==> src/rtl/nand_ecc_pkg.sv <==
package nand_ecc_pkg;

    localparam int BYTE_W = 8;
    localparam int COL_W  = 2 * $clog2(BYTE_W);
    localparam int WORD_W = 16;

    localparam logic [7:0] MODE_DATA    = 8'h94;
    localparam logic [7:0] MODE_ECC_CLR = 8'hF4;
    localparam logic [7:0] MODE_ECC_RUN = 8'hB4;
    localparam logic [7:0] MODE_ECC_OUT = 8'hD4;

    typedef enum logic [1:0] {
        ST_DATA,
        ST_CLR_WAIT,
        ST_CALC,
        ST_RESULT
    } ecc_state_e;

    // Mask of bit positions whose position number has bit k set (k selects pair)
    function automatic logic [BYTE_W-1:0] col_mask(input int k);
        logic [BYTE_W-1:0] m;
        for (int b = 0; b < BYTE_W; b++) begin
            m[b] = ((b >> k) & 1) == 1;
        end
        return m;
    endfunction

endpackage

==> src/rtl/nand_ecc_ctrl.sv <==
module nand_ecc_ctrl
    import nand_ecc_pkg::*;
#(
    parameter int HALF_BYTES = 256
) (
    input  logic                             clk,
    input  logic                             rst_n,
    input  logic                             mode_wr,
    input  logic [7:0]                       mode_code,
    input  logic                             byte_valid,
    input  logic                             rd_strobe,
    output ecc_state_e                       state_o,
    output logic                             clr_o,
    output logic [1:0]                       acc_en_o,
    output logic [$clog2(HALF_BYTES)-1:0]    idx_o,
    output logic [1:0]                       rsel_o
);
    localparam int IDX_W = $clog2(HALF_BYTES);
    localparam int CNT_W = IDX_W + 2;
    localparam int LIMIT = 2 * HALF_BYTES;

    ecc_state_e         state_q, state_d;
    logic [CNT_W-1:0]   cnt_q;
    logic [1:0]         rsel_q;
    logic               full;

    assign full = cnt_q[CNT_W-1];

    // state register
    always_ff @(posedge clk) begin
        if (!rst_n) state_q <= ST_DATA;
        else        state_q <= state_d;
    end

    always_comb begin
        state_d = state_q;
        if (mode_wr) begin
            case (mode_code)
                MODE_ECC_CLR: state_d = ST_CLR_WAIT;
                MODE_ECC_RUN: state_d = ST_CALC;
                MODE_ECC_OUT: state_d = ST_RESULT;
                MODE_DATA:    state_d = ST_DATA;
                default:      state_d = state_q;
            endcase
        end
    end

    // outputs decoded from the current state
    always_comb begin
        clr_o    = 1'b0;
        acc_en_o = 2'b00;
        unique case (state_q)
            ST_DATA:     ;
            ST_CLR_WAIT: clr_o = rd_strobe;
            ST_CALC:     if (byte_valid && !full) acc_en_o[cnt_q[IDX_W]] = 1'b1;
            ST_RESULT:   ;
        endcase
    end

    always_ff @(posedge clk) begin
        if (!rst_n)           cnt_q <= '0;
        else if (clr_o)       cnt_q <= '0;
        else if (|acc_en_o)   cnt_q <= cnt_q + CNT_W'(1);
    end

    always_ff @(posedge clk) begin
        if (!rst_n)
            rsel_q <= 2'd0;
        else if (mode_wr && mode_code == MODE_ECC_OUT)
            rsel_q <= 2'd0;
        else if (state_q == ST_RESULT && rd_strobe)
            rsel_q <= (rsel_q == 2'd2) ? 2'd0 : rsel_q + 2'd1;
    end

    assign state_o = state_q;
    assign idx_o   = cnt_q[IDX_W-1:0];
    assign rsel_o  = rsel_q;


    cnt_bound_chk: assert property (@(posedge clk) disable iff (!rst_n)
        int'(cnt_q) <= LIMIT);


    half_order_chk: assert property (@(posedge clk) disable iff (!rst_n)
        acc_en_o[0] |-> int'(cnt_q) < HALF_BYTES);


    rsel_range_chk: assert property (@(posedge clk) disable iff (!rst_n)
        rsel_q != 2'd3);


    data_mode_chk: assert property (@(posedge clk) disable iff (!rst_n)
        (mode_wr && mode_code == MODE_DATA) |=> state_q == ST_DATA);

endmodule

==> src/rtl/nand_ecc_accum.sv <==
module nand_ecc_accum
    import nand_ecc_pkg::*;
#(
    parameter int IDX_W = 8
) (
    input  logic                  clk,
    input  logic                  rst_n,
    input  logic                  clr,
    input  logic                  en,
    input  logic [IDX_W-1:0]      idx,
    input  logic [BYTE_W-1:0]     data,
    output logic [2*IDX_W-1:0]    lp_o,
    output logic [COL_W-1:0]      cp_o
);
    localparam int LP_W   = 2 * IDX_W;
    localparam int PAIR_N = COL_W / 2;

    logic [LP_W-1:0]  lp_q, lp_tog;
    logic [COL_W-1:0] cp_q, cp_tog;
    logic             weight_odd;

    assign weight_odd = ^data;

    generate
        for (genvar k = 0; k < IDX_W; k++) begin : g_line
            assign lp_tog[2*k+1] = weight_odd &  idx[k];
            assign lp_tog[2*k]   = weight_odd & ~idx[k];
        end
        for (genvar k = 0; k < PAIR_N; k++) begin : g_col
            localparam logic [BYTE_W-1:0] MASK = col_mask(k);
            assign cp_tog[2*k+1] = ^(data &  MASK);
            assign cp_tog[2*k]   = ^(data & ~MASK);
        end
    endgenerate

    always_ff @(posedge clk) begin
        if (!rst_n || clr) begin
            lp_q <= '0;
            cp_q <= '0;
        end else if (en) begin
            lp_q <= lp_q ^ lp_tog;
            cp_q <= cp_q ^ cp_tog;
        end
    end

    assign lp_o = lp_q;
    assign cp_o = cp_q;


    clr_zero_chk: assert property (@(posedge clk) disable iff (!rst_n)
        clr |=> (lp_q == '0 && cp_q == '0));


    hold_chk: assert property (@(posedge clk) disable iff (!rst_n)
        (!clr && !en) |=> ($stable(lp_q) && $stable(cp_q)));


    even_byte_chk: assert property (@(posedge clk) disable iff (!rst_n)
        (!clr && en && $countones(data) % 2 == 0) |=> $stable(lp_q));

endmodule

==> src/rtl/nand_ecc_readout.sv <==
module nand_ecc_readout
    import nand_ecc_pkg::*;
#(
    parameter int LP_W = 16
) (
    input  ecc_state_e          state_i,
    input  logic [1:0]          rsel_i,
    input  logic [LP_W-1:0]     lp0_i,
    input  logic [COL_W-1:0]    cp0_i,
    input  logic [LP_W-1:0]     lp1_i,
    input  logic [COL_W-1:0]    cp1_i,
    output logic [WORD_W-1:0]   rd_data_o
);
    logic [7:0] code0, code1;

    assign code0 = {cp0_i, 2'b11};
    assign code1 = {cp1_i, 2'b11};

    always_comb begin
        rd_data_o = '0;
        if (state_i == ST_RESULT) begin
            unique case (rsel_i)
                2'd0:    rd_data_o = {lp0_i[7:0], lp0_i[15:8]};
                2'd1:    rd_data_o = {lp1_i[7:0], code0};
                2'd2:    rd_data_o = {code1, lp1_i[15:8]};
                default: rd_data_o = '0;
            endcase
        end
    end

endmodule

==> src/rtl/nand_ecc_gen.sv <==
module nand_ecc_gen
    import nand_ecc_pkg::*;
#(
    parameter int HALF_BYTES = 256
) (
    input  logic        clk,
    input  logic        rst_n,
    input  logic        mode_wr,
    input  logic [7:0]  mode_code,
    input  logic        byte_valid,
    input  logic [7:0]  byte_in,
    input  logic        rd_strobe,
    output logic [15:0] rd_data
);
    localparam int IDX_W = $clog2(HALF_BYTES);
    localparam int LP_W  = 2 * IDX_W;

    ecc_state_e         state;
    logic               clr;
    logic [1:0]         acc_en, rsel;
    logic [IDX_W-1:0]   idx;
    logic [LP_W-1:0]    lp [2];
    logic [COL_W-1:0]   cp [2];

    nand_ecc_ctrl #(.HALF_BYTES(HALF_BYTES)) i_ctrl (
        .clk        (clk),
        .rst_n      (rst_n),
        .mode_wr    (mode_wr),
        .mode_code  (mode_code),
        .byte_valid (byte_valid),
        .rd_strobe  (rd_strobe),
        .state_o    (state),
        .clr_o      (clr),
        .acc_en_o   (acc_en),
        .idx_o      (idx),
        .rsel_o     (rsel)
    );

    generate
        for (genvar h = 0; h < 2; h++) begin : g_half
            nand_ecc_accum #(.IDX_W(IDX_W)) i_accum (
                .clk   (clk),
                .rst_n (rst_n),
                .clr   (clr),
                .en    (acc_en[h]),
                .idx   (idx),
                .data  (byte_in),
                .lp_o  (lp[h]),
                .cp_o  (cp[h])
            );
        end
    endgenerate

    nand_ecc_readout #(.LP_W(LP_W)) i_readout (
        .state_i   (state),
        .rsel_i    (rsel),
        .lp0_i     (lp[0]),
        .cp0_i     (cp[0]),
        .lp1_i     (lp[1]),
        .cp1_i     (cp[1]),
        .rd_data_o (rd_data)
    );


    rd_marker_chk: assert property (@(posedge clk) disable iff (!rst_n)
        (state == ST_RESULT && rsel == 2'd1) |-> rd_data[1:0] == 2'b11);

endmodule

==> config.mk <==
export PLATFORM = sky130hd
export DESIGN_NAME = nand_ecc_gen
export DESIGN_NICKNAME = d
export VERILOG_FILES = /design/src/rtl/nand_ecc_pkg.sv /design/src/rtl/nand_ecc_ctrl.sv /design/src/rtl/nand_ecc_accum.sv /design/src/rtl/nand_ecc_readout.sv /design/src/rtl/nand_ecc_gen.sv
export SDC_FILE = /design/constraint.sdc
export NUM_CORES = 1
export LEC_CHECK = 0
export ABC_AREA = 1
export BUFFER_PORTS_ARGS = -buffer_cell sky130_fd_sc_hd__buf_2
export CAP_MARGIN = 5
export CORE_MARGIN = 1.5
export CORE_UTILIZATION = 30
export CTS_BUF_LIST = sky130_fd_sc_hd__clkbuf_2
export CTS_CLUSTER_DIAMETER = 100
export DETAILED_ROUTE_END_ITERATION = 12
export MAX_ROUTING_LAYER = met4
export PLACE_DENSITY = 0.53
export SLEW_MARGIN = 20
export SYNTH_ARGS = -nofsm -noshare
export SYNTH_HDL_FRONTEND = slang
export SYNTH_HIERARCHICAL = 1
export SYNTH_SLANG_ARGS = --single-unit
==> constraint.sdc <==
create_clock -name clk -period 2 [get_ports clk]
set_input_delay 0.1 -clock clk [delete_from_list [all_inputs] [get_ports clk]]
set_output_delay 0.1 -clock clk [all_outputs]
set_load 0.01 [all_outputs]
==> summary.md, run 1 <==
| Metric | Value |
|---|---|
| Status | `complete, no violations` |
| Fin. max-slew vios | `0` |
| Final Hold Viols | `0` |
| CTS tree | `done` |
| Gpl congestion | `about 0.78` |
| Post-synth cell types | `32` |
| Slowest CP cell | `dfxtp_1` |
| Tightest Pin Transition | `~0.56 ns` |
| CP arrival | `1.73 ns` |
| Avg Vias per Cell | `about 4.5` |
| Setup Skew | `roughly 0.024 ns` |
| Post CTS Setup Buffer Count | `0` |
| Hold slack | `0.0350 ns` |
| Final WL | `~11 mm` |
| Worst min path class | `in -> reg` |
| Top-count cell post-synth | `nand2_1` |
| Pwr dens | `~440 mW/mm^2` |
| Period utilization | `approximately nine tenths` |
| CP required | `approximately 1.9 ns` |
| Switching Share | `between 30% and 40%` |
| Most frequently used flop master after synthesis | `dfxtp_1` |
| Fmax | `around 550 MHz` |
| I/O Buffers | `36` |
| Critical path class | `reg -> out` |
| Io pins | `37` |
| Slowest stage delay, CP | `around 0.37 ns` |
| H-tree levels | `3` |
| Clock network power share | `between 20% and 30%` |
| Gr usage total | `approximately 15%` |
| #FFs+latches synth | `58` |
| Core area | `0.0145 mm^2` |
| Sum Neg Setup Slack | `0 ns` |
| LEAKAGE | `2.40 nW` |
| Initial antenna violation count | `1` |
| Drt wl/cell | `between 10 and 15 um` |
| Number of CTS-inserted buffers | `9` |
| Post-DRT Antenna Nets | `0` |
| Global route overflow | `0` |
| Synth top cells by count | `193 x nand2_1, 134 x inv_1, 90 x nor2_1` |
| Vias post-DR | `roughly 4.2k` |
| Detailed Place HPWL | `8.02 mm` |
| Clk slew on worst S/H paths | `0.14 ns` |
| Reg power frac | `54.8%` |
| Die height | `roughly 130 um` |
| Async set-reset flop share out of synthesis | `0%` |
| Mapped Avg Cell Area | `between 6 and 7 um^2` |
| Dpl ws | `0.299 ns` |
| Comb pwr share | `~16%` |
| Mapped Nets | `approximately 750` |
| Area after DPL | `around 0.0047 mm^2` |
| Critical Path, Cell by Cell | `nand2_1 > clkinvlp_4 > nand2_1 > inv_1 > buf_2` |
| Worst setup EP type | `output pin` |
| Worst slew margin | `62.6%` |
| CTS sink count | `58` |
| Row count | `44` |
| Layout cells sized above 1 | `17.7%` |
| Final setup fails | `0` |
| Net switching power | `0.698 mW` |
| Final setup margin | `about 0.17 ns` |
| Max Root-Sink Buffers | `2` |
| Yosys top cell by area | `dfxtp_1` |
| Drt pass-1 iters | `7` |
| Final #Nets | `a little under 800` |
| Post-synthesis sequential area ratio | `about 26%` |
| Tmin final | `between 1.5 and 2 ns` |
| Post-Syn Area | `around 0.0045 mm^2` |
| Critical Path Source Type | `flip-flop` |
| CP dominant cell by count | `nand2_1` |
| Final core utilization | `33.0%` |
| Area growth, synth to finish | `7.13%` |
| Die width | `125 um` |
| Number of global-route vias before repair | `around 3.6k` |
| Cell area after layout | `around 0.0048 mm^2` |
| Max_cap viols | `0` |
| CP Max Fanout | `12` |
| Internal cell power | `approximately 1.4 mW` |
| Maximum vdd drop | `between 0.15 and 0.2 mV` |
| Yosys Warn Count | `6` |
| CTS Root Cell | `clkbuf_2` |
| Die area | `roughly 0.016 mm^2` |
| Clock latency at the later pin of the worst-skew pair | `between 0.5 and 0.6 ns` |
| Top post-synthesis cells by area | `dfxtp_1 26%, nand2_1 16%, inv_1 11%` |
| Largest net degree at the start of global routing | `33` |
| Starting density of the core | `about 30%` |
| Initial DRC Count | `approximately 290` |
| DRC violations left | `0` |
| Unrepaired setup endpoints after global routing | `no` |
| EDFF count, synth | `0` |
| Fill cells | `roughly 1.7k` |
| Cells after Synth | `a little over 700` |
| Share of Yosys cell area claimed by the top area cell type | `around a quarter` |
| Global-route wire length before repair | `around 19 mm` |
-- final timing paths --
kind                                                             start                                       to  slack (ns)  cells past startpoint
worst min register to register  g_half[0].i_accum/cp_o[5]$_SDFFE_PP0P_   g_half[0].i_accum/cp_o[5]$_SDFFE_PP0P_        0.48                      2
worst max register to register          i_ctrl/state_o[0]$_SDFFE_PN0P_  g_half[0].i_accum/lp_o[12]$_SDFFE_PP0P_        0.32                     11
worst max-delay path                    i_ctrl/state_o[1]$_SDFFE_PN0P_                              rd_data[14]        0.17                      5
worst min-delay path                                         rd_strobe            i_ctrl/rsel_o[1]$_SDFFE_PP0P_        0.04                      4
-- power groups by stage --
stage | Sequential, mW | Clock (mW) | Combinational (mW)
after floorplan | 1.18 | 0 | 0.305
after global routing | 1.16 | 0.696 | 0.378
after detailed placement | 1.18 | 0 | 0.339
after CTS | 1.16 | 0.644 | 0.345
final | 1.16 | 0.614 | 0.341
after global placement | 1.18 | 0 | 0.337
-- logic make-up after synthesis --
logic type | share of synthesized area (%)
AND/OR/NAND/NOR | 48.4
XOR/XNOR | 2.35
AO/OA/AOI/OAI | 4.47
adder cells (fa/ha/maj) | 0.279
flip-flops | 25.9
buffers and inverters | 18.6
-- worst max-delay path, delay by kind of cell (launching register included) --
family | cells | cell delay [ns]
buffers and inverters | 3 | 0.47
DFF | 1 | 0.37
and+or+nand+nor | 2 | 0.39
-- stage by stage --
stage | power, mW | instances
after detailed placement | 1.52 | 919
final | 2.11 | 941
after CTS | 2.15 | 940
after global placement | 1.52 | 919
after floorplan | 1.49 | 725
after global routing | 2.24 | 941
-- routing by layer --
metal / up-vias / wire (um) / global-route usage (%)
met3: 9 / 488 / 3.42
li1: 2273 / - / -
met4: 0 / 136 / 4.21
met2: 83 / 5130 / 24.1
met5: - / 0 / -
met1: 1849 / 5660 / 19.3
-- placed cells by master (no fill, tap or decap), types with 2 or more instances in the layout --
master         netlist  layout
buf_4               12       9
nand2_2             21      21
nor2_4               4       4
dlygate4sd3_1        0       5
o21bai_1             6       6
and3_1               3       3
nand2_4              6       6
clkbuf_2             0      11
o21ai_0             11      11
or2_0                4       4
dfxtp_1             58      56
nor3_1               2       2
clkinv_2             0       2
a31oi_1              2       2
inv_1              134     133
nor2_1              90      90
inv_2                8       8
clkinv_1             0       3
o21ai_1              2       2
xnor2_1             12      12
nand2_1            193     193
buf_2                5      36
nor3b_1              5       5
nand3_2             29      29
nand3_1             47      47
a21oi_1             12      11
a21oi_2              2       3
nand4_1             35      35
dfxtp_2              0       2
-- area by class of cell --
type	count	area [um^2]	share of cell area [%]
multi-input cells	490	2490	51.9
inverters	142	537	11.2
repair buffers	50	298	6.21
clock inverters	5	21.3	0.444
flip-flops and latches	58	1160	24.3
diodes	1	2.50	0.0522
well taps	184	230	4.80
clock buffers	11	55.1	1.15
-- repair_timing --
item | 4_1_cts | 5_1_grt
endpoints found under the hold margin | 14 | 0
endpoints found under the setup margin | 4 | 16
hold buffers | 5 | 0
gates resized for setup | 1 | 3
pin swaps | 0 | 0
-- registers in the layout, summed over array words and instances (netlist names) --
signal and flops:
i_ctrl/cnt_q 10, i_ctrl/state_o 2, g_half.i_accum/cp_o 12, g_half.i_accum/lp_o 32, i_ctrl/rsel_o 2
(Power assumes the default switching activity.)
==> run 2, diff against run 1 <==
Settings changed: CORE_UTILIZATION 30 to 49, PLACE_DENSITY 0.53 to 0.74.
==> run 2 against run 1 <==
Global-route usage grew 9.0 points. Via count increased by 5.4%. Worst hold slack better by 0.014 ns. Setup slack worse by 0.090 ns. Final cell count fell by 8.2%. Non-clock buffer count unchanged. Power rose by 12%. Wire length is 4.7% lower. Register-to-register slack got worse by 0.13 ns.
==> summary.md, run 2 (same netlist as run 1, synthesis figures left out) <==
| Metric | Value |
|---|---|
| Maximum vdd drop | `0.283 mV (was 0.168 mV)` |
| Critical Path, Cell by Cell | `buf_4 > nand2_2 > clkinvlp_2 > nand2_1 > inv_1 > buf_2 (was nand2_1 > clkinvlp_4 > nand2_1 > inv_1 > buf_2)` |
| Slowest stage delay, CP | `0.35 ns (was 0.37 ns)` |
| Cell area after layout | `0.00475 mm^2 (was 0.00480 mm^2)` |
| Unrepaired setup endpoints after global routing | `no (unchanged)` |
| Max reg flops | `32 (unchanged)` |
| Drt wl/cell | `12.6 um (was 12.1 um)` |
| Io pins | `37 (unchanged)` |
| CTS tree | `done (unchanged)` |
| Clock latency at the later pin of the worst-skew pair | `0.50 ns (was 0.53 ns)` |
| Drt pass-1 iters | `7 (unchanged)` |
| Critical Path Source Type | `flip-flop (unchanged)` |
| Global route overflow | `0 (unchanged)` |
| Largest net degree at the start of global routing | `33 (unchanged)` |
| Final setup fails | `0 (unchanged)` |
| Net switching power | `0.705 mW (was 0.698 mW)` |
| Starting density of the core | `50.8% (was 30.8%)` |
| Commonest non-fill, non-tap cells in the layout | `192 x nand2_1, 133 x inv_1, 89 x nor2_1 (was 193 x nand2_1, 133 x inv_1, 90 x nor2_1)` |
| Max Root-Sink Buffers | `2 (unchanged)` |
| Fin. max-slew vios | `0 (unchanged)` |
| CTS sink count | `58 (unchanged)` |
| Fmax | `520 MHz (was 546 MHz)` |
| Period utilization | `96.1% (was 91.6%)` |
| CTS Root Cell | `clkbuf_2 (unchanged)` |
| M1 WL | `4.85 mm (was 5.66 mm)` |
| Internal cell power | `1.66 mW (was 1.42 mW)` |
| Number of global-route vias before repair | `3,992 (was 3,647)` |
| Core area | `0.00881 mm^2 (was 0.0145 mm^2)` |
| Slowest CP cell | `dfxtp_1 (unchanged)` |
| Gr usage total | `24.1% (was 15.2%)` |
| Layout cells sized above 1 | `18.0% (was 17.7%)` |
| Row count | `34 (was 44)` |
| Metal3 WL | `678 um (was 488 um)` |
| Die area | `0.00972 mm^2 (was 0.0157 mm^2)` |
| Tightest Pin Transition | `0.647 ns (was 0.560 ns)` |
| Switching Share | `29.8% (was 33.0%)` |
| Die height | `98.6 um (was 125 um)` |
| Most common cell after layout, fill and taps aside | `nand2_1 (unchanged)` |
| Sum Neg Setup Slack | `0 ns (unchanged)` |
| Die width | `98.6 um (was 125 um)` |
| Post-DRT Antenna Nets | `0 (unchanged)` |
| Gpl congestion | `0.844 (was 0.785)` |
| Post CTS Setup Buffer Count | `0 (unchanged)` |
| Detailed Place HPWL | `7.83 mm (was 8.02 mm)` |
| Final Hold Viols | `0 (unchanged)` |
| Final WL | `10.9 mm (was 11.4 mm)` |
| CP required | `1.90 ns (about the same)` |
| Area growth, synth to finish | `6.20% (was 7.13%)` |
| Worst slew margin | `56.9% (was 62.6%)` |
| Comb pwr share | `14.4% (was 16.1%)` |
| Final #Nets | `774 (was 773)` |
| CP arrival | `1.82 ns (was 1.73 ns)` |
| Clk slew on worst S/H paths | `0.17 ns (was 0.14 ns)` |
| Setup Skew | `0.0286 ns (was 0.0239 ns)` |
| Initial DRC Count | `306 (was 288)` |
| Initial antenna violation count | `0 (was 1)` |
| I/O Buffers | `36 (unchanged)` |
| Tmin final | `1.92 ns (was 1.83 ns)` |
| Top Layer Used | `met4 (unchanged)` |
| Number of CTS-inserted buffers | `9 (unchanged)` |
| Clock network power share | `36.5% (was 29.0%)` |
| Avg Vias per Cell | `5.14 (was 4.48)` |
| Pwr dens | `497 mW/mm^2 (was 441 mW/mm^2)` |
| Status | `complete, no violations (unchanged)` |
| Met2 wire length | `5.19 mm (was 5.13 mm)` |
| Max_cap viols | `0 (unchanged)` |
| DRC violations left | `0 (unchanged)` |
| Reg power frac | `49.1% (was 54.8%)` |
| Ant. Diodes | `0 (was 1)` |
| H-tree levels | `3 (unchanged)` |
| Area after DPL | `0.00457 mm^2 (was 0.00466 mm^2)` |
| LEAKAGE | `2.41 nW (was 2.40 nW)` |
| CP Max Fanout | `6 (was 12)` |
| Hold slack | `0.0489 ns (was 0.0350 ns)` |
| Worst min path class | `in -> reg (unchanged)` |
| Critical path class | `reg -> out (unchanged)` |
| Vias post-DR | `4,443 (was 4,214)` |
| Worst setup EP type | `output pin (unchanged)` |
| Global-route wire length before repair | `18.4 mm (was 18.6 mm)` |
run 2: cell count changes in the layout (fill, tap and decap cells not counted), sizes merged:
| cell | previous run | this run |
|---|---|---|
| clkinv | 5 | 2 |
| bufinv | 0 | 2 |
| clkbuf | 11 | 9 |
| clkinvlp | 1 | 4 |
| buf | 45 | 46 |
| diode | 1 | 0 |
| dlygate4sd3 | 5 | 4 |
run 2: cell type report:
| cell class | instances | area [um^2] |
|---|---|---|
| Tap cell | 108 | 135 |
| Inverter | 142 | 537 |
| Multi-Input combinational cell | 490 | 2490 |
| Clock buffer | 9 | 45.0 |
| Sequential cell | 58 | 1160 |
| Fill cell | 873 | 4050 |
| Clock inverter | 6 | 82.6 |
| Timing Repair Buffer | 50 | 295 |
| Timing Repair inverter | 1 | 5.00 |
run 2: worst paths after layout:
path,slack [ns],cells after the start,end,startpoint
max reg2reg,0.19,11,g_half[0].i_accum/lp_o[8]$_SDFFE_PP0P_,i_ctrl/state_o[1]$_SDFFE_PN0P_
min reg2reg,0.48,2,g_half[1].i_accum/cp_o[5]$_SDFFE_PP0P_,g_half[1].i_accum/cp_o[5]$_SDFFE_PP0P_
max,0.08,6,rd_data[12],i_ctrl/state_o[1]$_SDFFE_PN0P_
min,0.05,5,i_ctrl/rsel_o[1]$_SDFFE_PP0P_,mode_code[5]
run 2: repair_timing:
action / 4_1_cts / 5_1_grt
hold buffers: 4 / 0
endpoints found under the hold margin: 6 / 0
endpoints found under the setup margin: 0 / 7
gates resized for setup: 0 / 4
run 2: power groups by stage:
stage | clock network (mW) | logic, mW | registers, mW
after global placement | 0 | 0.322 | 1.18
final | 0.862 | 0.340 | 1.16
after detailed placement | 0 | 0.334 | 1.18
after global routing | 0.919 | 0.379 | 1.16
after CTS | 0.878 | 0.340 | 1.16
after floorplan | 0 | 0.305 | 1.18
run 2: per-layer routing:
layer	global-route usage [%]	vias to the layer above
met5	-	-
met4	7.36	0
met3	3.76	19
met2	40.9	132
met1	29.6	2025
li1	-	2267
run 2: through the flow:
stage | util [%] | total power, mW | cells | worst slack (ns)
finish | 54.0 | 2.36 | 864 | 0.0777
global route | 54.0 | 2.46 | 864 | 0.00428
CTS | 53.8 | 2.38 | 863 | 0.0262
detailed placement | 51.9 | 1.52 | 844 | 0.197
global placement | 51.9 | 1.51 | 844 | 0.278
floorplan | - | 1.49 | 725 | 0.473
run 2: worst max-delay path, delay by kind of cell, from the launching register on:
family | cells | cell delay, ns
flops | 1 | 0.35
buf+inv | 4 | 0.65
simple gates | 2 | 0.33
==> run 3, diff against run 2 <==
Settings changed: ABC_AREA 1 to unset, PLACE_DENSITY 0.74 to 0.75.
==> run 3 against run 2 <==
Count of clock-buffer cells in the layout up 2. Final area shrank 19%. Combinational power increased by 21%. Final cell count is 38% lower. Non-clock buffer count up 8. Sequential power barely moved. Setup slack gained 0.037 ns. Maximum frequency is 2.0% higher. Core utilization up 3.0 points. Power decreased by 3.9%. First-iteration DRC count is 18% higher.
==> summary.md, run 3 <==
| Metric | Value |
|---|---|
| Hold slack | `0.0820 ns (was 0.0489 ns)` |
| Post-Syn Area | `0.00345 mm^2 (was 0.00448 mm^2)` |
| Final #Nets | `461 (was 774)` |
| Pwr dens | `586 mW/mm^2 (was 497 mW/mm^2)` |
| Post CTS Setup Buffer Count | `0 (unchanged)` |
| Critical Path Source Type | `flip-flop (unchanged)` |
| Clk slew on worst S/H paths | `0.14 ns (was 0.17 ns)` |
| H-tree levels | `3 (unchanged)` |
| Final WL | `8.44 mm (was 10.9 mm)` |
| Tot Pwr | `2.27 mW (was 2.36 mW)` |
| Max reg flops | `32 (unchanged)` |
| Mapped Avg Cell Area | `8.59 um^2 (was 6.17 um^2)` |
| FF/Latch Area | `0.00116 mm^2 (about the same)` |
| Commonest non-fill, non-tap cells in the layout | `57 x dfxtp_1, 36 x buf_2, 31 x nand2_1 (was 192 x nand2_1, 133 x inv_1, 89 x nor2_1)` |
| Reg-to-Reg End | `i_ctrl/cnt_q[8]$_SDFFE_PP0P_ (was g_half[0].i_accum/lp_o[8]$_SDFFE_PP0P_)` |
| Tightest Pin Transition | `0.623 ns (was 0.647 ns)` |
| Critical Path, Cell by Cell | `buf_4 > a211oi_1 > a211oi_1 > buf_2 (was buf_4 > nand2_2 > clkinvlp_2 > nand2_1 > inv_1 > buf_2)` |
| Ant. Diodes | `0 (unchanged)` |
| CP Max Fanout | `33 (was 6)` |
| Max_cap viols | `0 (unchanged)` |
| Area of the multi-input gates | `0.00206 mm^2 (was 0.00249 mm^2)` |
| Fmax | `531 MHz (was 520 MHz)` |
| Worst slew margin | `58.4% (was 56.9%)` |
| CP dominant cell by count | `a211oi_1` |
| Top-count cell post-synth | `dfxtp_1 (was nand2_1)` |
| Fin. max-slew vios | `0 (unchanged)` |
| EDFF count, synth | `0 (unchanged)` |
| Sum Neg Setup Slack | `0 ns (unchanged)` |
| Slowest stage delay, CP | `0.37 ns (was 0.35 ns)` |
| Hold_sp | `mode_code[3] (was mode_code[5])` |
| Yosys top cell by area | `dfxtp_1 (unchanged)` |
| Final core utilization | `57.0% (was 54.0%)` |
| Worst setup EP type | `output pin (unchanged)` |
| Area growth, synth to finish | `12.1% (was 6.20%)` |
| Async set-reset flop share out of synthesis | `0% (unchanged)` |
| Post-DRT Antenna Nets | `0 (unchanged)` |
| Tmin final | `1.88 ns (was 1.92 ns)` |
| Mapped Nets | `424 (was 747)` |
| Worst Hold Endpoint | `i_ctrl/rsel_o[1]$_SDFFE_PP0P_ (unchanged)` |
| Final setup margin | `0.115 ns (was 0.0777 ns)` |
| Largest net degree at the start of global routing | `43 (was 33)` |
| Global-route wire length before repair | `13.9 mm (was 18.4 mm)` |
| Synth top cells by count | `58 x dfxtp_1, 31 x nand2_1, 30 x nand2b_1 (was 193 x nand2_1, 134 x inv_1, 90 x nor2_1)` |
| Most frequently used flop master after synthesis | `dfxtp_1 (unchanged)` |
| Post-synth cell types | `41 (was 32)` |
| R2R Path Start | `i_ctrl/cnt_q[1]$_SDFFE_PP0P_ (was i_ctrl/state_o[1]$_SDFFE_PN0P_)` |
| Fin cells | `539 (was 864)` |
| Cell area after layout | `0.00387 mm^2 (was 0.00475 mm^2)` |
| I/O Buffers | `36 (unchanged)` |
| Fill cells | `601 (was 873)` |
| Unrepaired setup endpoints after global routing | `no (unchanged)` |
| Status | `complete, no violations (unchanged)` |
| Row count | `30 (was 34)` |
| CTS tree | `done (unchanged)` |
| Worst min path class | `in -> reg (unchanged)` |
| Drt wl/cell | `15.7 um (was 12.6 um)` |
| CTS sink count | `58 (unchanged)` |
| CTS Root Cell | `clkbuf_2 (unchanged)` |
| Final setup fails | `0 (unchanged)` |
| Number of global-route vias before repair | `2,912 (was 3,992)` |
| Core area | `0.00679 mm^2 (was 0.00881 mm^2)` |
| Die height | `87.0 um (was 98.6 um)` |
| Die area | `0.00756 mm^2 (was 0.00972 mm^2)` |
| Slowest CP cell | `buf_4 (was dfxtp_1)` |
| CP arrival | `1.78 ns (was 1.82 ns)` |
| Cells on worst reg2reg path | `4 (was 11)` |
| Vias post-DR | `3,085 (was 4,443)` |
| CP required | `1.90 ns (about the same)` |
| Dpl ws | `0.275 ns (was 0.197 ns)` |
| FF-to-FF setup slack | `0.22 ns (was 0.19 ns)` |
| Number of CTS-inserted buffers | `9 (unchanged)` |
| Avg Vias per Cell | `5.72 (was 5.14)` |
| Io pins | `37 (unchanged)` |
| Starting density of the core | `50.8% (about the same)` |
| Cells after Synth | `402 (was 725)` |
| Period utilization | `94.2% (was 96.1%)` |
| Setup Skew | `0.0189 ns (was 0.0286 ns)` |
| DRC violations left | `0 (unchanged)` |
| Critical path class | `reg -> out (unchanged)` |
| Clock latency at the later pin of the worst-skew pair | `0.47 ns (was 0.50 ns)` |
| Drt pass-1 iters | `5 (was 7)` |
| Global route overflow | `0 (unchanged)` |
| LEAKAGE | `1.34 nW (was 2.41 nW)` |
| Maximum vdd drop | `0.267 mV (was 0.283 mV)` |
| Yosys Warn Count | `6 (unchanged)` |
| Final Hold Viols | `0 (unchanged)` |
| Most common cell after layout, fill and taps aside | `dfxtp_1 (was nand2_1)` |
| Share of Yosys cell area claimed by the top area cell type | `33.6% (was 25.9%)` |
| Die width | `87.0 um (was 98.6 um)` |
| Post-synthesis sequential area ratio | `33.6% (was 25.9%)` |
| Detailed Place HPWL | `5.53 mm (was 7.83 mm)` |
| Area after DPL | `0.00368 mm^2 (was 0.00457 mm^2)` |
| Initial DRC Count | `362 (was 306)` |
| #FFs+latches synth | `58 (unchanged)` |
| Hold depth | `4 (was 5)` |
| Top post-synthesis cells by area | `dfxtp_1 34%, xnor2_1 6.3%, nand2b_1 5.4% (was dfxtp_1 26%, nand2_1 16%, inv_1 11%)` |
| Inst Count DP | `516 (was 844)` |
| Initial antenna violation count | `0 (unchanged)` |
| Gr usage total | `24.3% (was 24.1%)` |
| Max Root-Sink Buffers | `2 (unchanged)` |
| Gpl congestion | `0.817 (was 0.844)` |
| Layout cells sized above 1 | `19.2% (was 18.0%)` |
-- run 3: cell count changes after synthesis, sizes merged, moves of 16 or more --
cell and delta:
nand3 -69, nand4 -34, inv -132, nand2b +30, o41ai +17, xor2 +19
o311ai +16, or3 +20, nand2 -189, nor2b +17, nor2 -75, a211oi +24
-- run 3: logic make-up after synthesis --
| family | share of synthesized area, % |
|---|---|
| fa+ha+maj | 0.362 |
| xor+xnor | 11.2 |
| simple gates | 23.2 |
| buf+inv | 7.32 |
| compound gates | 23.8 |
| mux | 0.580 |
| flops | 33.6 |
-- run 3: what timing repair did --
item / CTS / global route
endpoints found under the hold margin: 5 / 0
resized for setup: 1 / 1
hold buffers: 8 / 0
setup endpoints to repair: 5 / 2
-- run 3: report_power, final --
group / internal (mW) / switching (mW) / total (mW) / leakage (nW)
registers: 1.16 / 0.00116 / 1.16 / 0.467
clock network: 0.285 / 0.415 / 0.700 / 0.0692
logic: 0.143 / 0.268 / 0.411 / 0.801
-- run 3: final cells by class --
class                      instances  area share [%]
inverter                          10           0.970
clock buffer                      11            1.42
timing repair buffer              58            10.1
multi-input combinational        302            53.3
tap                               96            3.10
sequential                        58            30.0
clock inverter                     4            1.13
-- run 3: how the worst max path moves through the flow --
stage	start	end	slack [ns]	depth (start not counted)
final	i_ctrl/rsel_o[0]$_SDFFE_PP0P_	rd_data[15]	0.12	4
after global routing	i_ctrl/rsel_o[1]$_SDFFE_PP0P_	rd_data[2]	0.02	5
after CTS	i_ctrl/rsel_o[1]$_SDFFE_PP0P_	rd_data[2]	0.03	5
after detailed placement	byte_in[3]	g_half[1].i_accum/lp_o[12]$_SDFFE_PP0P_	0.28	7
after global placement	byte_in[3]	g_half[1].i_accum/lp_o[15]$_SDFFE_PP0P_	0.33	7
after floorplan	i_ctrl/state_o[0]$_SDFFE_PN0P_	g_half[1].i_accum/lp_o[11]$_SDFFE_PP0P_	0.14	8
-- run 3: worst max-delay path: cells and delay by family (launching register included) --
kind	cells	cell delay (ns)
AOI/OAI and AO/OA	2	0.39
buffers and inverters	2	0.56
DFF	1	0.35
-- run 3: layer usage --
| metal | wire length, um | up-vias | GRT usage [%] |
|---|---|---|---|
| met5 | 0 | - | - |
| met4 | 128 | 0 | 7.48 |
| met3 | 533 | 13 | 4.93 |
| met2 | 4000 | 87 | 38.3 |
| met1 | 3780 | 1460 | 31.4 |
| li1 | - | 1525 | - |
